$ cat config.mk
export PLATFORM = sky130hd
export DESIGN_NAME = irq_entry_seq
export DESIGN_NICKNAME = d
export VERILOG_FILES = /design/src/rtl/irq_seq_pkg.sv /design/src/rtl/irq_seq_arb.sv /design/src/rtl/irq_seq_stack.sv /design/src/rtl/irq_entry_seq.sv
export SDC_FILE = /design/constraint.sdc
export NUM_CORES = 1
export LEC_CHECK = 0
export BUFFER_PORTS_ARGS = -buffer_cell sky130_fd_sc_hd__buf_4
export CAP_MARGIN = 30
export CORE_MARGIN = 2
export CORE_UTILIZATION = 55
export CTS_CLUSTER_SIZE = 20
export DETAILED_ROUTE_END_ITERATION = 8
export GPL_TIMING_DRIVEN = 0
export PLACE_DENSITY = 0.8
export SYNTH_ARGS = -nofsm -noshare
export SYNTH_HDL_FRONTEND = slang
export SYNTH_SLANG_ARGS = --single-unit
export TNS_END_PERCENT = 10
$ cat constraint.sdc
create_clock -name clk -period 2.7 [get_ports clk]
set_input_delay 0.27 -clock clk [delete_from_list [all_inputs] [get_ports clk]]
set_output_delay 0.27 -clock clk [all_outputs]
set_load 0.02 [all_outputs]
$ cat src/rtl/irq_seq_pkg.sv
package irq_seq_pkg;

  typedef enum logic [3:0] {
    S_RST, S_IDLE, S_DUMMY, S_PUSH_H, S_PUSH_L, S_PUSH_P,
    S_VEC_L, S_VEC_H, S_PULL_P, S_PULL_L, S_PULL_H, S_DONE
  } seq_state_t;

  typedef enum logic [2:0] {
    K_RESET, K_NMI, K_IRQ, K_BRK, K_RTI
  } seq_kind_t;

  // status bit positions
  localparam int ST_IMASK = 2;
  localparam int ST_DEC   = 3;
  localparam int ST_BRK   = 4;
  localparam int ST_ONE   = 5;

endpackage

$ cat src/rtl/irq_seq_arb.sv
module irq_seq_arb
  import irq_seq_pkg::*;
(
  input  logic      clk,
  input  logic      rst,
  input  logic      nmi_i,
  input  logic      irq_i,
  input  logic      irq_masked,
  input  logic      brk_i,
  input  logic      rti_i,
  input  logic      accept,
  output logic      valid,
  output seq_kind_t kind
);

  localparam int NREQ = 4;

  logic            nmi_q;
  logic            pend_q;
  logic            nmi_edge;
  logic            nmi_req;
  logic [NREQ-1:0] req;
  logic [NREQ-1:0] gnt;

  assign nmi_edge = nmi_i & ~nmi_q;
  assign nmi_req  = pend_q | nmi_edge;
  // index order is priority order
  assign req      = {rti_i, brk_i, irq_i & ~irq_masked, nmi_req};

  always_comb begin
    logic found;
    found = 1'b0;
    gnt   = '0;
    for (int i = 0; i < NREQ; i++) begin
      if (req[i] && !found) begin
        gnt[i] = 1'b1;
        found  = 1'b1;
      end
    end
  end

  assign valid = accept & (|req);

  always_comb begin
    kind = K_RTI;
    if (gnt[0])      kind = K_NMI;
    else if (gnt[1]) kind = K_IRQ;
    else if (gnt[2]) kind = K_BRK;
  end

  always_ff @(posedge clk) begin
    if (rst) begin
      nmi_q  <= 1'b1;
      pend_q <= 1'b0;
    end else begin
      nmi_q  <= nmi_i;
      pend_q <= nmi_req & ~(accept & gnt[0]);
    end
  end

  AST_NMI_HELD: assert property (@(posedge clk) disable iff (rst)
    (pend_q && !accept) |=> pend_q);

endmodule

$ cat src/rtl/irq_seq_stack.sv
module irq_seq_stack #(
  parameter int                DATA_W = 8,
  parameter logic [DATA_W-1:0] PAGE   = 8'h01
) (
  input  logic                  clk,
  input  logic                  rst,
  input  logic                  push,
  input  logic                  pull,
  output logic [DATA_W-1:0]     sp,
  output logic [2*DATA_W-1:0]   dec_addr,
  output logic [2*DATA_W-1:0]   cur_addr,
  output logic [2*DATA_W-1:0]   inc_addr
);

  localparam logic [DATA_W-1:0] SP_ONE = DATA_W'(1);

  assign dec_addr = {PAGE, sp - SP_ONE};
  assign cur_addr = {PAGE, sp};
  assign inc_addr = {PAGE, sp + SP_ONE};

  always_ff @(posedge clk) begin
    if (rst)       sp <= '1;
    else if (push) sp <= sp - SP_ONE;
    else if (pull) sp <= sp + SP_ONE;
  end

  AST_SP_PUSH_STEP: assert property (@(posedge clk) disable iff (rst)
    push |=> (sp == $past(sp) - SP_ONE));
  AST_SP_PULL_STEP: assert property (@(posedge clk) disable iff (rst)
    (pull && !push) |=> (sp == $past(sp) + SP_ONE));

endmodule

$ cat src/rtl/irq_entry_seq.sv
module irq_entry_seq
  import irq_seq_pkg::*;
#(
  parameter int                DATA_W     = 8,
  parameter int                ADDR_W     = 16,
  parameter logic [DATA_W-1:0] STACK_PAGE = 8'h01,
  parameter logic [ADDR_W-1:0] VEC_NMI    = 16'hFFFA,
  parameter logic [ADDR_W-1:0] VEC_RST    = 16'hFFFC,
  parameter logic [ADDR_W-1:0] VEC_IRQ    = 16'hFFFE,
  parameter int                BRK_STEP   = 2
) (
  input  logic              clk,
  input  logic              rst,
  input  logic              nmi_i,
  input  logic              irq_i,
  input  logic              brk_i,
  input  logic              rti_i,
  input  logic [ADDR_W-1:0] pc_i,
  input  logic [DATA_W-1:0] stat_i,
  input  logic [DATA_W-1:0] rdata_i,
  output logic [ADDR_W-1:0] addr_o,
  output logic              we_o,
  output logic              re_o,
  output logic [DATA_W-1:0] wdata_o,
  output logic              vpull_o,
  output logic              busy_o,
  output logic              done_o,
  output logic [ADDR_W-1:0] pc_o,
  output logic [DATA_W-1:0] stat_o,
  output logic [DATA_W:0]   sp_o
);

  localparam logic [ADDR_W-1:0] PC_STEP = ADDR_W'(BRK_STEP);
  localparam logic [ADDR_W-1:0] ONE_A   = ADDR_W'(1);

  seq_state_t        st_q, st_n;
  seq_kind_t         kind_q, arb_kind;
  logic              arb_valid, accept;
  logic              push, pull;
  logic [ADDR_W-1:0] addr_n, vec_base;
  logic              we_n, re_n, vp_n;
  logic [DATA_W-1:0] wd_n;
  logic [ADDR_W-1:0] ret_pc_q;
  logic [DATA_W-1:0] psh_st_q, new_st_q, lo_q;
  logic [DATA_W-1:0] sp;
  logic [ADDR_W-1:0] dec_addr, cur_addr, inc_addr;

  function automatic logic [DATA_W-1:0] entry_status(input logic [DATA_W-1:0] s);
    logic [DATA_W-1:0] r;
    r = s;
    r[ST_ONE]   = 1'b1;
    r[ST_IMASK] = 1'b1;
    r[ST_DEC]   = 1'b0;
    r[ST_BRK]   = 1'b0;
    return r;
  endfunction

  function automatic logic [DATA_W-1:0] stacked_status(input logic [DATA_W-1:0] s,
                                                       input logic sw);
    logic [DATA_W-1:0] r;
    r = s;
    r[ST_ONE] = 1'b1;
    r[ST_BRK] = sw;
    return r;
  endfunction

  function automatic logic [DATA_W-1:0] restored_status(input logic [DATA_W-1:0] s);
    logic [DATA_W-1:0] r;
    r = s;
    r[ST_ONE] = 1'b1;
    r[ST_BRK] = 1'b0;
    return r;
  endfunction

  assign accept = (st_q == S_IDLE);

  irq_seq_arb u_arb (
    .clk        (clk),
    .rst        (rst),
    .nmi_i      (nmi_i),
    .irq_i      (irq_i),
    .irq_masked (stat_i[ST_IMASK]),
    .brk_i      (brk_i),
    .rti_i      (rti_i),
    .accept     (accept),
    .valid      (arb_valid),
    .kind       (arb_kind)
  );

  irq_seq_stack #(
    .DATA_W (DATA_W),
    .PAGE   (STACK_PAGE)
  ) u_stack (
    .clk      (clk),
    .rst      (rst),
    .push     (push),
    .pull     (pull),
    .sp       (sp),
    .dec_addr (dec_addr),
    .cur_addr (cur_addr),
    .inc_addr (inc_addr)
  );

  always_comb begin
    unique case (kind_q)
      K_RESET: vec_base = VEC_RST;
      K_NMI:   vec_base = VEC_NMI;
      default: vec_base = VEC_IRQ;
    endcase
  end

  // next state and the bus values of the next cycle
  always_comb begin
    st_n   = st_q;
    addr_n = '0;
    we_n   = 1'b0;
    re_n   = 1'b0;
    vp_n   = 1'b0;
    wd_n   = '0;
    push   = 1'b0;
    pull   = 1'b0;
    unique case (st_q)
      S_RST: begin
        st_n = S_VEC_L; addr_n = VEC_RST; re_n = 1'b1; vp_n = 1'b1;
      end
      S_IDLE: begin
        if (arb_valid) begin
          if (arb_kind == K_RTI) begin
            st_n = S_PULL_P; addr_n = cur_addr; re_n = 1'b1;
          end else begin
            st_n = S_DUMMY;
          end
        end
      end
      S_DUMMY: begin
        st_n = S_PUSH_H; push = 1'b1; addr_n = dec_addr; we_n = 1'b1;
        wd_n = ret_pc_q[ADDR_W-1:DATA_W];
      end
      S_PUSH_H: begin
        st_n = S_PUSH_L; push = 1'b1; addr_n = dec_addr; we_n = 1'b1;
        wd_n = ret_pc_q[DATA_W-1:0];
      end
      S_PUSH_L: begin
        st_n = S_PUSH_P; push = 1'b1; addr_n = dec_addr; we_n = 1'b1;
        wd_n = psh_st_q;
      end
      S_PUSH_P: begin
        st_n = S_VEC_L; addr_n = vec_base; re_n = 1'b1; vp_n = 1'b1;
      end
      S_VEC_L: begin
        st_n = S_VEC_H; addr_n = vec_base + ONE_A; re_n = 1'b1; vp_n = 1'b1;
      end
      S_VEC_H:  st_n = S_DONE;
      S_PULL_P: begin
        st_n = S_PULL_L; pull = 1'b1; addr_n = inc_addr; re_n = 1'b1;
      end
      S_PULL_L: begin
        st_n = S_PULL_H; pull = 1'b1; addr_n = inc_addr; re_n = 1'b1;
      end
      S_PULL_H: begin
        st_n = S_DONE; pull = 1'b1;
      end
      default: st_n = S_IDLE;
    endcase
  end

  always_ff @(posedge clk) begin
    if (rst) begin
      st_q     <= S_RST;
      kind_q   <= K_RESET;
      addr_o   <= '0;
      we_o     <= 1'b0;
      re_o     <= 1'b0;
      vpull_o  <= 1'b0;
      wdata_o  <= '0;
      done_o   <= 1'b0;
      pc_o     <= '0;
      stat_o   <= '0;
      ret_pc_q <= '0;
      psh_st_q <= '0;
      new_st_q <= '0;
      lo_q     <= '0;
    end else begin
      st_q    <= st_n;
      addr_o  <= addr_n;
      we_o    <= we_n;
      re_o    <= re_n;
      vpull_o <= vp_n;
      wdata_o <= wd_n;
      done_o  <= 1'b0;
      unique case (st_q)
        S_RST: new_st_q <= entry_status(stat_i);
        S_IDLE: begin
          if (arb_valid) begin
            kind_q   <= arb_kind;
            ret_pc_q <= (arb_kind == K_BRK) ? pc_i + PC_STEP : pc_i;
            psh_st_q <= stacked_status(stat_i, arb_kind == K_BRK);
            new_st_q <= entry_status(stat_i);
          end
        end
        S_VEC_L, S_PULL_L: lo_q <= rdata_i;
        S_PULL_P: psh_st_q <= rdata_i;
        S_VEC_H: begin
          pc_o   <= {rdata_i, lo_q};
          stat_o <= new_st_q;
          done_o <= 1'b1;
        end
        S_PULL_H: begin
          pc_o   <= {rdata_i, lo_q};
          stat_o <= restored_status(psh_st_q);
          done_o <= 1'b1;
        end
        default: ;
      endcase
    end
  end

  assign busy_o = (st_q != S_IDLE);
  assign sp_o   = {1'b1, sp};

  AST_RST_QUIET: assert property (@(posedge clk)
    rst |=> (!we_o && !re_o && !vpull_o && sp_o == {1'b1, {DATA_W{1'b1}}}));
  AST_DONE_PULSE: assert property (@(posedge clk) disable iff (rst)
    done_o |=> !done_o);
  AST_WE_STACK_PAGE: assert property (@(posedge clk) disable iff (rst)
    we_o |-> (addr_o[ADDR_W-1:DATA_W] == STACK_PAGE));
  AST_VP_VECTOR: assert property (@(posedge clk) disable iff (rst)
    vpull_o |-> (re_o && !we_o && addr_o >= VEC_NMI));

endmodule

==> out/results.ini, run 1 <==
[worst_hold_path]
hp-class=input port to flop
hold_path.startpoint=nmi_i
min_delay_path_depth=2

[power_and_ir_drop]
p_leak_nw=2.302
p_total_mw=6.101
cellPowerDensity_nw_per_um2=1051
peakVddDrop_uv=561.4

[placed_design]
gp_congestion=0.9153
io_buffers=94
placedInstanceArea_um2=5614
dpl.cell_count=758
place_hpwl_um=9486

[critical_path]
r2r_cells=7
startpoint_type=flop
path_cells=inv_1 > ha_1 > or3b_1 > nor3_1 > mux2i_1 > o21ai_0 > or3b_1
cp_max_fo=8
regToRegSetupSlack_ps=520
worstSetupStartpoint=u_stack.sp[0]
cp.arrival_ps=2440
cpMostUsedCell=or3b_1
cp_slowest_stage_delay_ps=390
crit_type=flop to flop
crit_slowest_cell=dfxtp_1
end_kind=flop
required_ps=2960
worstReg2RegStart=u_stack.sp[0]

[global_route]
grt_pass1_vias=4241
grtUsageTotal_pct=26.34
grt_pass1_wl_um=20530
grt_max_degree=19
antenna_found_initial=0
grt.overflow.total=0

[timing]
relSlewSlack_pct=55.88
post-route-period-util_pct=80.73
skew_ps=21.01
whs_ps=98.57
tightest_slew_ps=660.4
period_minus_slack_ps=2180
setup_tns_ps=0
rsz0062_at_grt=false
setup_viol=0
finalHoldViolCount=0
finalMaxSlewViolations=0
clock.fmax_mhz=458.8

[synth]
ys.flop_type=dfxtp_1
syn_nets=600
synth_common_cells=dfxtp_1, nor2_1, nand2_1, a21oi_1, mux2i_1
synthCells=559
synth-seq-cells=99
synth_top_area_share_pct=41.49
syn_avg_cell_area_um2=8.546
synth_top_area_cell=dfxtp_1
synthArstFlopShare_pct=0
yosys_warnings=0
ys_types=64
yosysSeqAreaShare_pct=41.49
yosysMostFrequentCell=dfxtp_1
synth_edf_count=0
synthTopCellsByArea=dfxtp_1, mux2i_1, nor2_1
synth_area_um2=4777

[floorplanning]
dieArea_um2=9447
coreArea_um2=8299
io_pins=100
rows=33
die_w_um=97.20
fp.dieH_um=97.20
initial_core_util_pct=57.56

[clock_network]
clk_pin_slew_ps=100
cts.sinks=99
cts_tree=yes
root_buffer=clkbuf_8
cts_setup_buffers=0
cts_hold_buffers=0
clock_latency_ps=370
htree_levels=3
cts_made_buffers=9
cts_buffer_depth=2
cts_resized=0

[layout]
seq_area_um2=1982
fillers=694
layout.cells.non_filler=774
drive_gt1_share_pct=23.77
nets=705
antenna_cells=0
final_cell_area_um2=5806
multiInputGateArea_um2=2516
areaGrowthSynthToFinish_pct=21.53

[route]
drt-total-wl_um=12580
num_vias=4478
dr.pass1.iters=5
drt_iter0_drc=324
drc=0
viasPerCell=5.786
antenna_left=0
wl_per_cell_um=16.26

[run]
maxCapViolCount=0

[run_status]
outcome=finished, final reports clean

==> cells in the final DEF, fill, tap and decap left out, types with 7 or more instances in the layout <==
| master | netlist | final |
|---|---|---|
| clkbuf_1 | 17 | 17 |
| nor3_1 | 12 | 12 |
| a21oi_1 | 35 | 35 |
| xor2_1 | 14 | 14 |
| o21ai_1 | 10 | 10 |
| clkbuf_8 | 0 | 10 |
| nor2_1 | 77 | 77 |
| nand4_1 | 9 | 9 |
| a22oi_1 | 10 | 10 |
| o21ai_0 | 7 | 7 |
| nand3_1 | 10 | 10 |
| nor2b_1 | 7 | 7 |
| buf_4 | 11 | 105 |
| buf_2 | 19 | 19 |
| a211oi_1 | 26 | 26 |
| a2111oi_0 | 9 | 9 |
| nand2_1 | 64 | 64 |
| mux2i_1 | 29 | 29 |
| dfxtp_1 | 99 | 99 |
==> area by class of cell <==
type,count,area share (%)
multi-input cells,405,43.34
flip-flops and latches,99,34.14
inverters,7,0.4526
plain buffers,48,4.353
repair buffers,94,12.16
clock inverters,6,0.9267
well taps,105,2.263
clock buffers,10,2.371
==> critical path: cells and delay by family, from the launching register on <==
family / cells / cell delay (ps)
adders and majority gates: 1 / 260
buffers and inverters: 1 / 150
DFF: 1 / 390
AOI/OAI and AO/OA: 1 / 130
muxes: 1 / 150
and+or+nand+nor: 3 / 1000
==> registers in the layout (all words and copies together), names as in the netlist, 5 cells and up <==
signal / count
u_stack.sp: 8
pc_o: 16
stat_o: 7
lo_q: 8
psh_st_q: 8
ret_pc_q: 16
addr_o: 10
new_st_q: 5
wdata_o: 8
==> kinds of logic (layout without fill, tap and decap cells) <==
| kind of cell | after synthesis | in the layout | share of synthesized area, % |
|---|---|---|---|
| XOR/XNOR | 19 | 19 | 3.484 |
| buffers and inverters | 55 | 165 | 5.841 |
| flip-flops | 99 | 99 | 41.49 |
| adder cells (fa/ha/maj) | 4 | 4 | 0.9954 |
| multiplexers | 29 | 29 | 6.077 |
| AO/OA/AOI/OAI | 130 | 130 | 18.96 |
| AND/OR/NAND/NOR | 221 | 221 | 23.00 |
| other | 2 | 2 | 0.1572 |
==> routing by layer <==
metal / up-vias / wire length (um) / global-route usage [%]
met5: - / 0 / 0
met4: 0 / 324 / 9.859
met3: 27 / 918 / 4.101
met2: 194 / 6060 / 45.35
met1: 2062 / 5278 / 33.26
li1: 2195 / - / -
==> worst paths after layout <==
kind	end
setup / recovery	u_stack.sp[6]
hold / removal	u_arb.nmi_q
setup reg to reg	u_stack.sp[6]
hold reg to reg	pc_o[4]
==> power by group <==
part	internal, mW	leakage [nW]	total, mW	switching, mW
registers	1.82	0.808	2.06	0.242
logic	1.25	1.40	3.10	1.86
clock network	0.379	0.0958	0.934	0.555
total	3.45	2.30	6.10	2.65
==> metrics by stage <==
step           setup WS, ps  utilization, %
6_report              520.3           69.95
5_1_grt               335.9           69.95
4_1_cts               541.8           69.95
3_5_place_dp          551.3           67.65
3_3_place_gp          570.5           67.65
2_1_floorplan         661.9               -
Power figures use the tool's default switching activity.
==> inputs of run 2 (changes only) <==
--- a/config.mk
+++ b/config.mk
@@ -8,11 +8,11 @@
 export BUFFER_PORTS_ARGS = -buffer_cell sky130_fd_sc_hd__buf_4
 export CAP_MARGIN = 30
 export CORE_MARGIN = 2
-export CORE_UTILIZATION = 55
+export CORE_UTILIZATION = 49
 export CTS_CLUSTER_SIZE = 20
 export DETAILED_ROUTE_END_ITERATION = 8
 export GPL_TIMING_DRIVEN = 0
-export PLACE_DENSITY = 0.8
+export PLACE_DENSITY = 0.76
 export SYNTH_ARGS = -nofsm -noshare
 export SYNTH_HDL_FRONTEND = slang
 export SYNTH_SLANG_ARGS = --single-unit
==> constraint.sdc (replaced) <==
create_clock -name clk -period 1.8 [get_ports clk]
set_input_delay 0.18 -clock clk [delete_from_list [all_inputs] [get_ports clk]]
set_output_delay 0.18 -clock clk [all_outputs]
set_load 0.02 [all_outputs]
==> out/results.ini, run 2 (synthesis gave the netlist of run 1 again) <==
[run_status]
outcome=finished with violations  ; was finished, final reports clean
violations=setup timing

[clock_network]
htree_levels=3  ; unchanged
cts_hold_buffers=0  ; unchanged
cts.sinks=99  ; unchanged
cts_tree=yes  ; unchanged
clk_pin_slew_ps=90  ; was 100 ps
cts_made_buffers=9  ; unchanged
clock_latency_ps=370  ; about the same
cts_buffer_depth=2  ; unchanged
root_buffer=clkbuf_8  ; unchanged

[power_and_ir_drop]
p_int_mw=5.694  ; was 3.449 mW
cellPowerDensity_nw_per_um2=1600  ; was 1051 nW/um^2
p_total_mw=9.946  ; was 6.101 mW
p_leak_nw=2.410  ; was 2.302 nW
peakVddDrop_uv=810.8  ; was 561.4 uV
swShare_pct=42.75  ; was 43.47%
p_seq_share_pct=31.8  ; was 33.8%
pwr-share-clk_pct=14.3  ; was 15.3%
p_switching_mw=4.251  ; was 2.652 mW
combPwrFrac_pct=53.9  ; was 50.9%

[timing]
clock.fmax_mhz=534.1  ; was 458.8 MHz
rsz0062_at_grt=true  ; was false
skew_ps=13.82  ; was 21.01 ps
period_minus_slack_ps=1872  ; was 2180 ps
post-route-period-util_pct=104.0  ; was 80.73%
setup_viol=2  ; was 0
finalHoldViolCount=0  ; unchanged
finalMaxSlewViolations=0  ; unchanged
worst_slack_ps=-72.36  ; was 520.3 ps
tightest_slew_ps=727.1  ; was 660.4 ps
relSlewSlack_pct=51.35  ; was 55.88%

[route]
drt_iter0_drc=332  ; was 324
num_vias=4623  ; was 4478
wl_per_cell_um=16.45  ; was 16.26 um
viasPerCell=5.714  ; was 5.786
antenna_left=0  ; unchanged
dr.pass1.iters=5  ; unchanged
drt-total-wl_um=13310  ; was 12580 um
drc=0  ; unchanged

[critical_path]
path_cells=inv_4 > ha_4 > or3b_4 > nor3_4 > mux2i_2 > o21ai_1 > or3b_1  ; was inv_1 > ha_1 > or3b_1 > nor3_1 > mux2i_1 > o21ai_0 > or3b_1
end_kind=flop  ; unchanged
worstReg2RegStart=u_stack.sp[1]  ; was u_stack.sp[0]
r2r-end=u_stack.sp[6]  ; unchanged
cp.arrival_ps=2120  ; was 2440 ps
worst-path-buf-inv=1  ; unchanged
regToRegSetupSlack_ps=-70  ; was 520 ps
cp_max_fo=8  ; unchanged
required_ps=2050  ; was 2960 ps
r2r_cells=7  ; unchanged
crit_type=flop to flop  ; unchanged
startpoint_type=flop  ; unchanged
cp_slowest_stage_delay_ps=400  ; was 390 ps
cpLargestDelayFamily=simple AND/OR/NAND/NOR gates  ; unchanged
crit_slowest_cell=or3b_4  ; was dfxtp_1

[global_route]
grt_max_degree=17  ; was 19
antenna_found_initial=0  ; unchanged
grtUsageTotal_pct=25.14  ; was 26.34%
grt_pass1_vias=4193  ; was 4241
grt_pass1_wl_um=20660  ; was 20530 um
grt.overflow.total=0  ; unchanged

[run]
maxCapViolCount=0  ; unchanged

[floorplanning]
rows=36  ; was 33
coreArea_um2=9594  ; was 8299 um^2
initial_core_util_pct=49.79  ; was 57.56%
fp.dieH_um=102.7  ; was 97.20 um
die_w_um=102.7  ; was 97.20 um
io_pins=100  ; unchanged
dieArea_um2=10550  ; was 9447 um^2

[placed_design]
placedInstanceArea_um2=5688  ; was 5614 um^2
dpl.cell_count=786  ; was 758
io_buffers=94  ; unchanged
gp_congestion=0.9635  ; was 0.9153
place_hpwl_um=9591  ; was 9486 um

[layout]
final_cell_area_um2=6217  ; was 5806 um^2
drive_gt1_share_pct=31.21  ; was 23.77%
antenna_cells=0  ; unchanged
reg_top3=pc_o x16, ret_pc_q x16, addr_o x10  ; unchanged
nets=713  ; was 705
layout.cells.non_filler=809  ; was 774
areaGrowthSynthToFinish_pct=30.15  ; was 21.53%
final_cell_mix=buf_4, dfxtp_1, nor2_1  ; unchanged
mostFrequentLayoutCell=buf_4  ; unchanged

[worst_hold_path]
min_delay_path_depth=2  ; unchanged
worstHoldEndpoint=u_arb.nmi_q  ; unchanged
hold_path.startpoint=nmi_i  ; unchanged
hp-class=input port to flop  ; unchanged

run 2: worst max-delay path by stage:
stage                        from       endpoint  slack [ps]  depth (start not counted)
detailed placement        st_q[3]      addr_o[3]        -270                          5
CTS                       st_q[1]      addr_o[3]         -70                          7
floorplan           u_stack.sp[0]  u_stack.sp[6]          -5                          7
global route        u_stack.sp[1]  u_stack.sp[6]        -200                          7
finish              u_stack.sp[1]  u_stack.sp[6]         -70                          7
global placement          st_q[0]     wdata_o[3]        -230                          6
run 2: layout make-up:
class                           count  area (um^2)
Fill cell                         826         3377
Multi-Input combinational cell    406         2738
Sequential cell                    99         1996
Timing Repair Buffer              102        765.7
Buffer                             47        331.6
Tap cell                          133        166.4
Clock buffer                       10        127.6
Clock inverter                      5        61.31
Inverter                            7        31.28
run 2: power by group through the flow:
stage	logic, mW	registers (mW)	clock network [mW]
2_1_floorplan	3.06	3.38	0
3_3_place_gp	4.54	3.15	0
3_5_place_dp	4.62	3.17	0
4_1_cts	4.82	3.13	1.44
5_1_grt	5.82	3.23	1.52
6_report	5.36	3.16	1.42
run 2: what timing repair did:
item	in CTS	in global routing
cloned	0	1
pin swaps	4	9
setup buffers	0	8
endpoints found under the setup margin	60	83
resized for setup	35	49
run 2: worst reg2reg max path: cells and delay by family, from the launching register on:
family                     cells  cell delay, ps
DFF                            1             390
buffers and inverters          1              70
muxes                          1             110
adders and majority gates      1             150
AOI/OAI and AO/OA              1             140
and+or+nand+nor                3             920
run 2: per-layer routing:
layer  share of wire [%]  track usage [%]
met3                 6.3            3.458
met1                  43            32.94
met5                   0                0
met4                 2.4            10.43
met2                  49            41.88
run 2: per-stage QoR:
| step | util [%] | setup slack, ps | hold slack (ps) | TNS (ps) |
|---|---|---|---|---|
| detailed placement | 59.29 | -272.3 | 379.7 | -6923 |
| global placement | 59.29 | -226.7 | 378.0 | -4983 |
| floorplan | - | -4.817 | 286.6 | -4.817 |
| CTS | 62.42 | -73.07 | 1.063 | -205.0 |
| finish | 64.80 | -72.36 | 7.183 | -87.23 |
| global route | 64.80 | -199.7 | 12.50 | -849.9 |
==> inputs of run 3 (changes only) <==
--- a/config.mk
+++ b/config.mk
@@ -5,14 +5,15 @@
 export SDC_FILE = /design/constraint.sdc
 export NUM_CORES = 1
 export LEC_CHECK = 0
+export ABC_AREA = 1
 export BUFFER_PORTS_ARGS = -buffer_cell sky130_fd_sc_hd__buf_4
 export CAP_MARGIN = 30
 export CORE_MARGIN = 2
-export CORE_UTILIZATION = 49
+export CORE_UTILIZATION = 50
 export CTS_CLUSTER_SIZE = 20
 export DETAILED_ROUTE_END_ITERATION = 8
 export GPL_TIMING_DRIVEN = 0
-export PLACE_DENSITY = 0.76
+export PLACE_DENSITY = 0.77
 export SYNTH_ARGS = -nofsm -noshare
 export SYNTH_HDL_FRONTEND = slang
 export SYNTH_SLANG_ARGS = --single-unit
==> out/results.ini, run 3 <==
[run_status]
outcome=finished, final reports clean  ; was finished with violations

[clock_network]
cts.sinks=99  ; unchanged
clk_pin_slew_ps=100  ; was 90 ps
cts_resized=0  ; was 35
cts_tree=yes  ; unchanged
clock_latency_ps=380  ; was 370 ps
cts_made_buffers=9  ; unchanged
cts_hold_buffers=0  ; unchanged
cts_buffer_depth=2  ; unchanged
htree_levels=3  ; unchanged
cts_setup_buffers=0  ; unchanged
root_buffer=clkbuf_8  ; unchanged

[power_and_ir_drop]
peakVddDrop_uv=577.3  ; was 810.8 uV
combPwrFrac_pct=46.9  ; was 53.9%
p_int_mw=4.761  ; was 5.694 mW
cellPowerDensity_nw_per_um2=1437  ; was 1600 nW/um^2
p_switching_mw=3.755  ; was 4.251 mW
p_leak_nw=2.904  ; was 2.410 nW
p_total_mw=8.516  ; was 9.946 mW
pwr-share-clk_pct=16.5  ; was 14.3%
swShare_pct=44.09  ; was 42.75%
p_seq_share_pct=36.7  ; was 31.8%

[timing]
finalMaxSlewViolations=0  ; unchanged
period_minus_slack_ps=1670  ; was 1872 ps
clock.fmax_mhz=598.7  ; was 534.1 MHz
skew_ps=16.82  ; was 13.82 ps
setup_viol=0  ; was 2
post-route-period-util_pct=92.80  ; was 104.0%
finalHoldViolCount=0  ; unchanged
rsz0062_at_grt=true  ; unchanged
worst_slack_ps=129.7  ; was -72.36 ps
tightest_slew_ps=585.6  ; was 727.1 ps
relSlewSlack_pct=60.81  ; was 51.35%

[synth]
synthArstFlopShare_pct=0  ; unchanged
synth_top_area_cell=dfxtp_1  ; unchanged
ys.flop_type=dfxtp_1  ; unchanged
syn_nets=757  ; was 600
synth_common_cells=nand2_1, dfxtp_1, nor2_1, inv_1, o21ai_0  ; was dfxtp_1, nor2_1, nand2_1, a21oi_1, mux2i_1
ys_types=35  ; was 64
yosysSeqAreaShare_pct=40.79  ; was 41.49%
synth_edf_count=0  ; unchanged
synthCells=716  ; was 559
synthTopCellsByArea=dfxtp_1, nand2_1, nor2_1  ; was dfxtp_1, mux2i_1, nor2_1
synth_area_um2=4858  ; was 4777 um^2
yosysMostFrequentCell=nand2_1  ; was dfxtp_1
synth_top_area_share_pct=40.79  ; was 41.49%
yosys_warnings=0  ; unchanged
syn_avg_cell_area_um2=6.785  ; was 8.546 um^2
synth-seq-cells=99  ; unchanged

[critical_path]
cp_max_fo=10  ; was 8
cp.arrival_ps=1970  ; was 2120 ps
end_kind=flop  ; unchanged
startpoint_type=flop  ; unchanged
worstSetupStartpoint=st_q[1]  ; was u_stack.sp[1]
cp_slowest_stage_delay_ps=320  ; was 400 ps
required_ps=2100  ; was 2050 ps
path_cells=buf_6 > nor2_1 > nand2_1 > nand2_2 > buf_6 > nand2_1 > a21oi_1 > nor2_1 > o21ai_0  ; was inv_4 > ha_4 > or3b_4 > nor3_4 > mux2i_2 > o21ai_1 > or3b_1
crit_slowest_cell=dfxtp_1  ; was or3b_4
worstReg2RegStart=st_q[1]  ; was u_stack.sp[1]
crit_type=flop to flop  ; unchanged

[placed_design]
gp_congestion=0.9112  ; was 0.9635
io_buffers=94  ; unchanged
place_hpwl_um=10050  ; was 9591 um
place_ws_ps=130.2  ; was -272.3 ps

[floorplanning]
io_pins=100  ; unchanged
fp.dieH_um=102.6  ; was 102.7 um
rows=35  ; was 36
coreArea_um2=9328  ; was 9594 um^2
dieArea_um2=10520  ; was 10550 um^2
initial_core_util_pct=52.09  ; was 49.79%
die_w_um=102.6  ; was 102.7 um

[worst_hold_path]
hold_path.startpoint=nmi_i  ; unchanged
hp-class=input port to flop  ; unchanged

[global_route]
grt.overflow.total=0  ; unchanged
grt_pass1_vias=4712  ; was 4193
antenna_found_initial=0  ; unchanged
grt_max_degree=20  ; was 17
grt_pass1_wl_um=21540  ; was 20660 um
grtUsageTotal_pct=25.90  ; was 25.14%

[run]
maxCapViolCount=0  ; unchanged

[route]
dr.pass1.iters=5  ; unchanged
num_vias=5039  ; was 4623
viasPerCell=5.276  ; was 5.714
antenna_left=0  ; unchanged
drc=0  ; unchanged
drt_iter0_drc=315  ; was 332
wl_per_cell_um=13.74  ; was 16.45 um
drt-total-wl_um=13120  ; was 13310 um

[layout]
final_cell_mix=nand2_1, buf_4, dfxtp_1  ; was buf_4, dfxtp_1, nor2_1
utilization_pct=63.54  ; was 64.80%
mostFrequentLayoutCell=nand2_1  ; was buf_4
nets=862  ; was 713
areaGrowthSynthToFinish_pct=21.99  ; was 30.15%
antenna_cells=0  ; unchanged
reg_top3=pc_o x16, ret_pc_q x16, addr_o x10  ; unchanged
drive_gt1_share_pct=19.61  ; was 31.21%

run 3: cell types whose count changed in the layout (fill, tap and decap cells not counted), sizes merged, moves of 10 or more:
| cell | before | now |
|---|---|---|
| a2111oi | 10 | 0 |
| a211oi | 26 | 0 |
| a21oi | 35 | 56 |
| a22oi | 10 | 0 |
| buf | 129 | 112 |
| inv | 9 | 102 |
| mux2i | 29 | 2 |
| nand2 | 64 | 153 |
| nand3 | 10 | 51 |
| nor2 | 80 | 107 |
| o21ai | 19 | 70 |
run 3: logic make-up (layout without fill, tap and decap cells):
kind of cell / Yosys count / count (layout) / synth area share (%)
AOI/OAI and AO/OA: 139 / 139 / 15.12
xor gates and xnor gates: 8 / 8 / 1.442
adders and majority gates: 3 / 3 / 0.7727
buffers and inverters: 130 / 240 / 11.69
DFF: 99 / 99 / 40.79
muxes: 2 / 2 / 0.4121
other: 2 / 2 / 0.1546
and+or+nand+nor: 333 / 333 / 29.62
run 3: routing by layer:
layer,global-route usage (%),vias up,part of all wire [%]
li1,-,2494,-
met1,32.83,2325,43
met2,44.44,199,48
met3,3.390,21,7.3
met4,10.87,0,2.2
met5,0,-,0
run 3: per-stage QoR:
| stage | instance area, um^2 | hold slack (ps) | setup TNS, ps | std cells |
|---|---|---|---|---|
| after floorplan | 4858 | 286.6 | 0 | 716 |
| after global placement | 5725 | 403.0 | 0 | 939 |
| after detailed placement | 5725 | 406.1 | 0 | 939 |
| after CTS | 5916 | 8.880 | 0 | 955 |
| after global routing | 5927 | 6.817 | -18.92 | 955 |
| final | 5927 | 18.70 | 0 | 955 |
run 3: layout make-up:
| cell class | instances | area (um^2) |
|---|---|---|
| tap | 129 | 161.4 |
| inverter | 99 | 372.9 |
| fill | 904 | 3401 |
| clock inverter | 7 | 66.31 |
| timing repair buffer | 94 | 705.7 |
| buffer | 31 | 195.2 |
| sequential | 99 | 1983 |
| clock buffer | 9 | 123.9 |
| multi-input combinational | 487 | 2318 |
run 3: worst paths after layout:
kind	endpoint	slack, ps	depth (start not counted)
worst max-delay path	u_stack.sp[3]	130	9
worst min-delay path	u_arb.nmi_q	20	2
worst max register to register	u_stack.sp[3]	130	9
worst min register to register	ret_pc_q[1]	470	2
run 3: power by group through the flow:
stage	logic, mW	registers [mW]	clock network (mW)
floorplan	2.41	3.41	0
global placement	3.86	3.14	0
detailed placement	3.95	3.16	0
CTS	3.96	3.11	1.42
global route	4.47	3.18	1.52
finish	3.99	3.12	1.40
run 3: worst max-delay path, delay by kind of cell, from the launching register on:
kind | cells | cell delay, ps
simple gates | 5 | 700
flops | 1 | 320
compound gates | 2 | 290
buf+inv | 2 | 280
